--- src/rtl/kpd_pkg.sv ---
package kpd_pkg;
  localparam int KEY_W = 8;

  typedef enum logic {
    DB_IDLE,
    DB_WAIT
  } db_state_e;
endpackage

--- src/rtl/kpd_scan.sv ---
module kpd_scan #(
  parameter int ROWS  = 8,
  parameter int COLS  = 8,
  parameter int DWELL = 4
) (
  input  logic                     clk,
  input  logic                     rst_n,
  input  logic [COLS-1:0]          return_i,
  input  logic                     hold_i,
  input  logic                     stay_i,
  output logic [$clog2(ROWS)-1:0]  row_o,
  output logic [COLS-1:0]          ret_o,
  output logic                     sample_o
);
  localparam int ROW_W = $clog2(ROWS);
  localparam int DW_W  = (DWELL > 1) ? $clog2(DWELL) : 1;

  logic [DW_W-1:0]  dwell_q;
  logic [ROW_W-1:0] row_q;
  logic [COLS-1:0]  ret_q;
  logic             dwell_end;

  assign dwell_end = (dwell_q == DW_W'(DWELL - 1));
  assign sample_o  = dwell_end & ~hold_i;
  assign row_o     = row_q;
  assign ret_o     = ret_q;

  always_ff @(posedge clk or negedge rst_n) begin
    if (!rst_n) begin
      dwell_q <= '0;
      row_q   <= '0;
      ret_q   <= '0;
    end else begin
      ret_q <= return_i;
      if (!hold_i) begin
        if (dwell_end) begin
          dwell_q <= '0;
          if (!stay_i)
            row_q <= (row_q == ROW_W'(ROWS - 1)) ? '0 : row_q + 1'b1;
        end else begin
          dwell_q <= dwell_q + 1'b1;
        end
      end
    end
  end
endmodule

--- src/rtl/kpd_debounce.sv ---
module kpd_debounce
  import kpd_pkg::*;
#(
  parameter int ROWS    = 8,
  parameter int COLS    = 8,
  parameter int DEB_CYC = 500000
) (
  input  logic                     clk,
  input  logic                     rst_n,
  input  logic                     sample_i,
  input  logic [$clog2(ROWS)-1:0]  row_i,
  input  logic [COLS-1:0]          ret_i,
  output logic                     stay_o,
  output logic                     busy_o,
  output logic                     key_valid_o,
  output logic [KEY_W-1:0]         key_code_o
);
  localparam int ROW_W = $clog2(ROWS);
  localparam int COL_W = $clog2(COLS);
  localparam int PAD_W = KEY_W - ROW_W - COL_W;
  localparam int TM_W  = (DEB_CYC > 1) ? $clog2(DEB_CYC) : 1;

  db_state_e        state_q;
  logic [TM_W-1:0]  timer_q;
  logic [ROW_W-1:0] cand_row_q, held_row_q;
  logic [COL_W-1:0] cand_col_q, held_col_q;
  logic             held_q;
  logic             valid_q;
  logic [KEY_W-1:0] code_q;
  logic [COL_W-1:0] low_col;
  logic             any_closed;

  always_comb begin
    low_col = '0;
    for (int i = COLS - 1; i >= 0; i--) begin
      if (ret_i[i]) low_col = COL_W'(i);
    end
  end

  assign any_closed  = |ret_i;
  assign stay_o      = (state_q == DB_IDLE) & sample_i & ~held_q & any_closed;
  assign busy_o      = (state_q == DB_WAIT);
  assign key_valid_o = valid_q;
  assign key_code_o  = code_q;

  always_ff @(posedge clk or negedge rst_n) begin
    if (!rst_n) begin
      state_q    <= DB_IDLE;
      timer_q    <= '0;
      cand_row_q <= '0;
      cand_col_q <= '0;
      held_row_q <= '0;
      held_col_q <= '0;
      held_q     <= 1'b0;
      valid_q    <= 1'b0;
      code_q     <= '0;
    end else begin
      valid_q <= 1'b0;
      unique case (state_q)
        DB_IDLE: begin
          if (sample_i) begin
            if (held_q) begin
              if (row_i == held_row_q && !ret_i[held_col_q])
                held_q <= 1'b0;
            end else if (any_closed) begin
              cand_row_q <= row_i;
              cand_col_q <= low_col;
              timer_q    <= '0;
              state_q    <= DB_WAIT;
            end
          end
        end
        DB_WAIT: begin
          if (timer_q == TM_W'(DEB_CYC - 1)) begin
            state_q <= DB_IDLE;
            if (ret_i[cand_col_q]) begin
              valid_q    <= 1'b1;
              code_q     <= {{PAD_W{1'b0}}, cand_row_q, cand_col_q};
              held_q     <= 1'b1;
              held_row_q <= cand_row_q;
              held_col_q <= cand_col_q;
            end
          end else begin
            timer_q <= timer_q + 1'b1;
          end
        end
        default: state_q <= DB_IDLE;
      endcase
    end
  end
endmodule

--- src/rtl/kpd_fifo.sv ---
module kpd_fifo
  import kpd_pkg::*;
#(
  parameter int DEPTH = 8
) (
  input  logic                       clk,
  input  logic                       rst_n,
  input  logic                       push_i,
  input  logic [KEY_W-1:0]           data_i,
  input  logic                       pop_i,
  input  logic                       flush_i,
  input  logic                       clr_ovr_i,
  output logic [KEY_W-1:0]           head_o,
  output logic [$clog2(DEPTH+1)-1:0] count_o,
  output logic                       full_o,
  output logic                       empty_o,
  output logic                       overrun_o
);
  localparam int PW = $clog2(DEPTH);
  localparam int CW = $clog2(DEPTH + 1);

  logic [KEY_W-1:0] mem_q [DEPTH];
  logic [PW-1:0]    wr_q, rd_q;
  logic [CW-1:0]    count_q;
  logic             full_q, empty_q, ovr_q;
  logic             do_pop, do_push;

  function automatic logic [PW-1:0] nxt(input logic [PW-1:0] p);
    return (p == PW'(DEPTH - 1)) ? '0 : p + 1'b1;
  endfunction

  assign do_pop  = pop_i & ~empty_q & ~flush_i;
  assign do_push = push_i & (~full_q | do_pop) & ~flush_i;

  assign head_o    = mem_q[rd_q];
  assign count_o   = count_q;
  assign full_o    = full_q;
  assign empty_o   = empty_q;
  assign overrun_o = ovr_q;

  always_ff @(posedge clk) begin
    if (do_push) mem_q[wr_q] <= data_i;
  end

  always_ff @(posedge clk or negedge rst_n) begin
    if (!rst_n) begin
      wr_q    <= '0;
      rd_q    <= '0;
      count_q <= '0;
      full_q  <= 1'b0;
      empty_q <= 1'b1;
      ovr_q   <= 1'b0;
    end else begin
      if (clr_ovr_i)
        ovr_q <= 1'b0;
      else if (push_i && !do_push && !flush_i)
        ovr_q <= 1'b1;

      if (flush_i) begin
        wr_q    <= '0;
        rd_q    <= '0;
        count_q <= '0;
        full_q  <= 1'b0;
        empty_q <= 1'b1;
      end else begin
        if (do_push) wr_q <= nxt(wr_q);
        if (do_pop)  rd_q <= nxt(rd_q);
        if (do_push && !do_pop) begin
          count_q <= count_q + 1'b1;
          empty_q <= 1'b0;
          full_q  <= (count_q == CW'(DEPTH - 1));
        end else if (do_pop && !do_push) begin
          count_q <= count_q - 1'b1;
          full_q  <= 1'b0;
          empty_q <= (count_q == CW'(1));
        end
      end
    end
  end
endmodule

--- src/rtl/kpd_host.sv ---
module kpd_host
  import kpd_pkg::*;
#(
  parameter int DEPTH = 8
) (
  input  logic                       cs_i,
  input  logic                       a0_i,
  input  logic                       rd_i,
  input  logic                       wr_i,
  input  logic [KEY_W-1:0]           wdata_i,
  input  logic [KEY_W-1:0]           head_i,
  input  logic [$clog2(DEPTH+1)-1:0] count_i,
  input  logic                       full_i,
  input  logic                       empty_i,
  input  logic                       overrun_i,
  output logic [KEY_W-1:0]           rdata_o,
  output logic                       pop_o,
  output logic                       flush_o,
  output logic                       clr_ovr_o
);
  localparam int CW = $clog2(DEPTH + 1);

  logic             rd_sel, wr_sel;
  logic [KEY_W-1:0] status;
  logic             cmd_unused;

  assign rd_sel = cs_i & rd_i;
  assign wr_sel = cs_i & wr_i;

  assign pop_o     = rd_sel & ~a0_i;
  assign flush_o   = wr_sel & a0_i & wdata_i[0];
  assign clr_ovr_o = wr_sel & a0_i & wdata_i[1];
  assign cmd_unused = ^wdata_i[KEY_W-1:2];

  always_comb begin
    status      = '0;
    status[7]   = overrun_i;
    status[6]   = full_i;
    status[CW-1:0] = count_i;
  end

  always_comb begin
    if (!rd_sel)
      rdata_o = '0;
    else if (a0_i)
      rdata_o = status;
    else
      rdata_o = empty_i ? '0 : head_i;
  end
endmodule

--- src/rtl/kpd_ctrl.sv ---
module kpd_ctrl
  import kpd_pkg::*;
#(
  parameter int ROWS         = 8,
  parameter int COLS         = 8,
  parameter int DEPTH        = 8,
  parameter int SCAN_DWELL   = 4,
  parameter int DEBOUNCE_CYC = 500000
) (
  input  logic                    clk,
  input  logic                    rst_n,
  input  logic [COLS-1:0]         return_i,
  output logic [$clog2(ROWS)-1:0] scan_row_o,
  input  logic                    cs_i,
  input  logic                    a0_i,
  input  logic                    rd_i,
  input  logic                    wr_i,
  input  logic [KEY_W-1:0]        wdata_i,
  output logic [KEY_W-1:0]        rdata_o,
  output logic                    irq_o
);
  localparam int ROW_W = $clog2(ROWS);
  localparam int CW    = $clog2(DEPTH + 1);

  logic [ROW_W-1:0] row;
  logic [COLS-1:0]  ret_q;
  logic             sample, stay, busy;
  logic             key_valid;
  logic [KEY_W-1:0] key_code;
  logic             pop, flush, clr_ovr;
  logic [KEY_W-1:0] head;
  logic [CW-1:0]    count;
  logic             full, empty, overrun;

  kpd_scan #(.ROWS(ROWS), .COLS(COLS), .DWELL(SCAN_DWELL)) u_scan (
    .clk(clk), .rst_n(rst_n), .return_i(return_i), .hold_i(busy),
    .stay_i(stay), .row_o(row), .ret_o(ret_q), .sample_o(sample)
  );

  kpd_debounce #(.ROWS(ROWS), .COLS(COLS), .DEB_CYC(DEBOUNCE_CYC)) u_deb (
    .clk(clk), .rst_n(rst_n), .sample_i(sample), .row_i(row), .ret_i(ret_q),
    .stay_o(stay), .busy_o(busy), .key_valid_o(key_valid), .key_code_o(key_code)
  );

  kpd_fifo #(.DEPTH(DEPTH)) u_fifo (
    .clk(clk), .rst_n(rst_n), .push_i(key_valid), .data_i(key_code),
    .pop_i(pop), .flush_i(flush), .clr_ovr_i(clr_ovr), .head_o(head),
    .count_o(count), .full_o(full), .empty_o(empty), .overrun_o(overrun)
  );

  kpd_host #(.DEPTH(DEPTH)) u_host (
    .cs_i(cs_i), .a0_i(a0_i), .rd_i(rd_i), .wr_i(wr_i), .wdata_i(wdata_i),
    .head_i(head), .count_i(count), .full_i(full), .empty_i(empty),
    .overrun_i(overrun), .rdata_o(rdata_o), .pop_o(pop), .flush_o(flush),
    .clr_ovr_o(clr_ovr)
  );

  assign scan_row_o = row;
  assign irq_o      = ~empty;
endmodule

--- config.mk ---
export PLATFORM = sky130hd
export DESIGN_NAME = kpd_ctrl
export DESIGN_NICKNAME = d
export VERILOG_FILES = /design/src/rtl/kpd_pkg.sv /design/src/rtl/kpd_scan.sv /design/src/rtl/kpd_debounce.sv /design/src/rtl/kpd_fifo.sv /design/src/rtl/kpd_host.sv /design/src/rtl/kpd_ctrl.sv
export SDC_FILE = /design/constraint.sdc
export NUM_CORES = 1
export LEC_CHECK = 0
export ABC_AREA = 1
export BUFFER_PORTS_ARGS = -buffer_cell sky130_fd_sc_hd__buf_2
export CAP_MARGIN = 30
export CORE_MARGIN = 2
export CORE_UTILIZATION = 61
export DETAILED_ROUTE_END_ITERATION = 8
export HOLD_SLACK_MARGIN = 0.12
export PLACE_DENSITY = 0.83
export SLEW_MARGIN = 20
export SYNTH_ARGS = -nofsm -noshare
export SYNTH_HDL_FRONTEND = slang
export SYNTH_SLANG_ARGS = --single-unit
--- constraint.sdc ---
create_clock -name clk -period 2.5 [get_ports clk]
set_clock_uncertainty 0.15 [all_clocks]
set_input_delay 0.25 -clock clk [delete_from_list [all_inputs] [get_ports clk]]
set_output_delay 0.25 -clock clk [all_outputs]
set_load 0.01 [all_outputs]
==> results_dict.tcl <==
set metrics [dict create \
    status "finished, final reports clean" \
    grt_most_used_layer "met2" \
    critPathLaunchType "flop" \
    syn_area_um2 5330 \
    die_w_um 97.5 \
    use_met3_pct 3.96 \
    area_growth_pct 11.2 \
    use_met2_pct 47.4 \
    routed_via_density 5.86 \
    die_y_um 97.5 \
    drt-total-wl_um 12100 \
    crit_path_top_delay_cell "dfrtp_2" \
    drt_iter0_markers 344 \
    grt_overflow 0 \
    rsz0062_at_grt "false" \
    dp_hpwl_um 8350 \
    postSynthAreaPerCell_um2 8.98 \
    syn_nets 628 \
    grt_max_degree 34 \
    core-area_um2 8590 \
    crit_arrival_ps 1950 \
    cts_root_buffer "clkbuf_8" \
    path_common_cell "nor2_1" \
    leakagePower_uw 0.00264 \
    grt_first_pass_wirelength_um 20000 \
    crit_family "flip-flops" \
    cts_tree "built" \
    ir_worst_vdd_v 0.000451 \
    boundaryPins 34 \
    yosysTopAreaCell "dfrtp_1" \
    use_met1_pct 31.0 \
    n_antenna_cell 0 \
    fmax_mhz 426 \
    dr_total_vias 4404 \
    cts.sinks 108 \
    fp.dieArea_um2 9500 \
    antenna_found_initial 0 \
    place_ws_ps 331 \
    clock_path_buffers 2 \
    nFillCells 634 \
    drc 0 \
    cp_cell_sequence "buf_6, nor2_1, nor2_1, o21ai_0, o211ai_1, nand3_1, a21oi_1, buf_2" \
    multi_input_area_um2 2100 \
    port_buffers 27 \
    hold_viol 0 \
    yosys-top-cells-area "dfrtp_1 28%, edfxtp_1 27%, nand2_1 8.7%" \
    seqCellArea_um2 2950 \
    setup_violations 0 \
    powerDensity_nw_per_um2 595 \
    first_global_vias 4323 \
    max_stage_delay_ps 450 \
    end_kind "output port" \
    routabilityCongestion 0.947 \
    wire_per_inst_um 16.1 \
    drt-pass1-iter-count 5 \
    drive_gt1_share_pct 12.9 \
    ys_types 38 \
    maxCapViolCount 0 \
    path_class "flop to output port" \
    tightest_slew_ps 687 \
    maxSlewHeadroom_pct 54.2 \
    final_nets 673 \
    ys_ff_latch 108 \
    yosys_warnings 0 \
    htreeDepth 3 \
    crit_buf_inv 2 \
    tns_ps 0 \
    synth_top_area_share_pct 27.7 \
    cts.reportedPaths.clkPinSlew_ps 100 \
    numCtsBuffers 9 \
    syn_inst 594 \
    row_count 34 \
    drtAntennaViolNets 0 \
    worstPathMaxFanout 26 \
    drv_slew 0 \
    fin_crit_sh_pct 93.8 \
    fin_crit_ps 2350 \
    clock_insertion_delay_worst_skew_ps 370 \
    cp.required_ps 2100 \
    hp-class "primary input to flop" \
    ys_seq_area_share_pct 55.2 \
    initial_utilization_pct 62.0 \
    timing.hold.ws_ps 207 \
    postLayoutSetupSlackWorst_ps 155 \
    grt_usage_pct 26.0 \
]
power breakdown:
part	internal [uW]	switching (uW)	total, uW
combinational	178	284	462
sequential	1920	125	2040
clock	387	633	1020
total	2480	1040	3520
cells in the mapped netlist (all sizes together):
cell,n
nand2,124
nor2,96
o21ai,70
dfrtp,59
inv,54
edfxtp,48
nand3,41
nand4,15
o211ai,13
ha,12
a21oi,11
nor3,10
buf,8
clkbuf,7
o22ai,7
xor2,6
and2,2
nand3b,2
or2,2
a21boi,1
a32oi,1
and3,1
clkinv,1
dfstp,1
o31ai,1
xnor2,1
path summary, 6_finish.rpt:
path	cells after the start	endpoint	from	slack, ps
worst min-delay path	4	u_fifo.empty_o	wdata_i[0]	210
min in group asynchronous	2	u_fifo.overrun_o	rst_n	300
max in group asynchronous	3	u_deb.timer_q[11]	rst_n	1290
worst max register to register	11	u_fifo.count_o[3]	u_fifo.empty_o	300
worst min register to register	1	u_scan.dwell_q[0]	u_scan.dwell_q[0]	350
worst max-delay path	8	rdata_o[3]	u_fifo.rd_q[0]	150
stage by stage:
| stage | cell area [um^2] | util, % | total power, uW | cells |
|---|---|---|---|---|
| 2_1_floorplan | 5330 | - | 2380 | 594 |
| 3_3_place_gp | 5610 | 65.3 | 2490 | 724 |
| 3_5_place_dp | 5610 | 65.3 | 2520 | 724 |
| 4_1_cts | 5910 | 68.8 | 3530 | 751 |
| 5_1_grt | 5930 | 69.0 | 3690 | 752 |
| 6_report | 5930 | 69.0 | 3520 | 752 |
registers in the layout, summed over array words and instances (netlist names):
| register | flops |
|---|---|
| u_deb.cand_col_q | 3 |
| u_fifo.wr_q | 3 |
| u_scan.dwell_q | 2 |
| u_deb.key_code_o | 1 |
| u_fifo.count_o | 4 |
| u_deb.held_row_q | 3 |
| u_deb.held_q | 1 |
| u_scan.ret_o | 8 |
| u_deb.timer_q | 19 |
| u_fifo.rd_q | 3 |
| u_fifo.empty_o | 1 |
| u_deb.busy_o | 1 |
| u_fifo.full_o | 1 |
| u_fifo.mem_q | 48 |
| u_scan.row_o | 3 |
| u_deb.held_col_q | 2 |
| u_deb.cand_row_q | 3 |
| u_fifo.overrun_o | 1 |
| u_deb.key_valid_o | 1 |
placed cells by master, fill, tap and decap left out, types with 2 or more instances in the layout:
master	n
nand2_1	123
nor2_1	90
o21ai_0	62
dfrtp_1	57
inv_1	49
edfxtp_1	48
nand3_1	39
buf_2	27
nand4_1	15
o211ai_1	13
ha_1	12
dlygate4sd3_1	11
a21oi_1	10
nor3_1	10
clkbuf_8	9
o21ai_2	8
buf_4	8
o22ai_1	6
xor2_1	6
inv_2	4
clkinv_4	4
nor2_2	3
nor2_4	3
clkinvlp_4	2
nand3b_1	2
and2_1	2
or2_2	2
inv_8	2
dfrtp_2	2
kinds of logic after synthesis:
group                    Yosys count  synth area share, %
XOR/XNOR                           7                 1.15
AO/OA/AOI/OAI                    104                 11.6
AND/OR/NAND/NOR                  293                 23.8
adder cells (fa/ha/maj)           12                 2.82
flip-flops                       108                 55.2
buffers and inverters             70                 5.37
routing by layer:
layer	routed length [um]	vias to the layer above
met3	610	32
met2	6440	168
met5	0	-
met1	4740	2107
met4	351	0
li1	-	2097
what timing repair did:
action,CTS,global route
hold buffers,11,0
endpoints found under the setup margin,1,5
resized for setup,1,4
cloned,0,1
setup buffers,0,0
endpoints found under the hold margin,35,0
worst min-delay path: cells and delay by family:
| kind | cells | cell delay (ps) |
|---|---|---|
| buffers and inverters | 2 | 260 |
| AND/OR/NAND/NOR | 1 | 120 |
| AO/OA/AOI/OAI | 1 | 100 |
final cells by class:
cell class                 count  area share [%]
tap                          108            2.28
multi-input combinational    416            35.4
timing repair inverter         1           0.127
timing repair buffer          48            5.68
clock inverter                 7            1.12
clock buffer                   9            2.09
sequential                   108            49.7
inverter                      55            3.55
No activity file was read; power rests on OpenSTA's default activity.
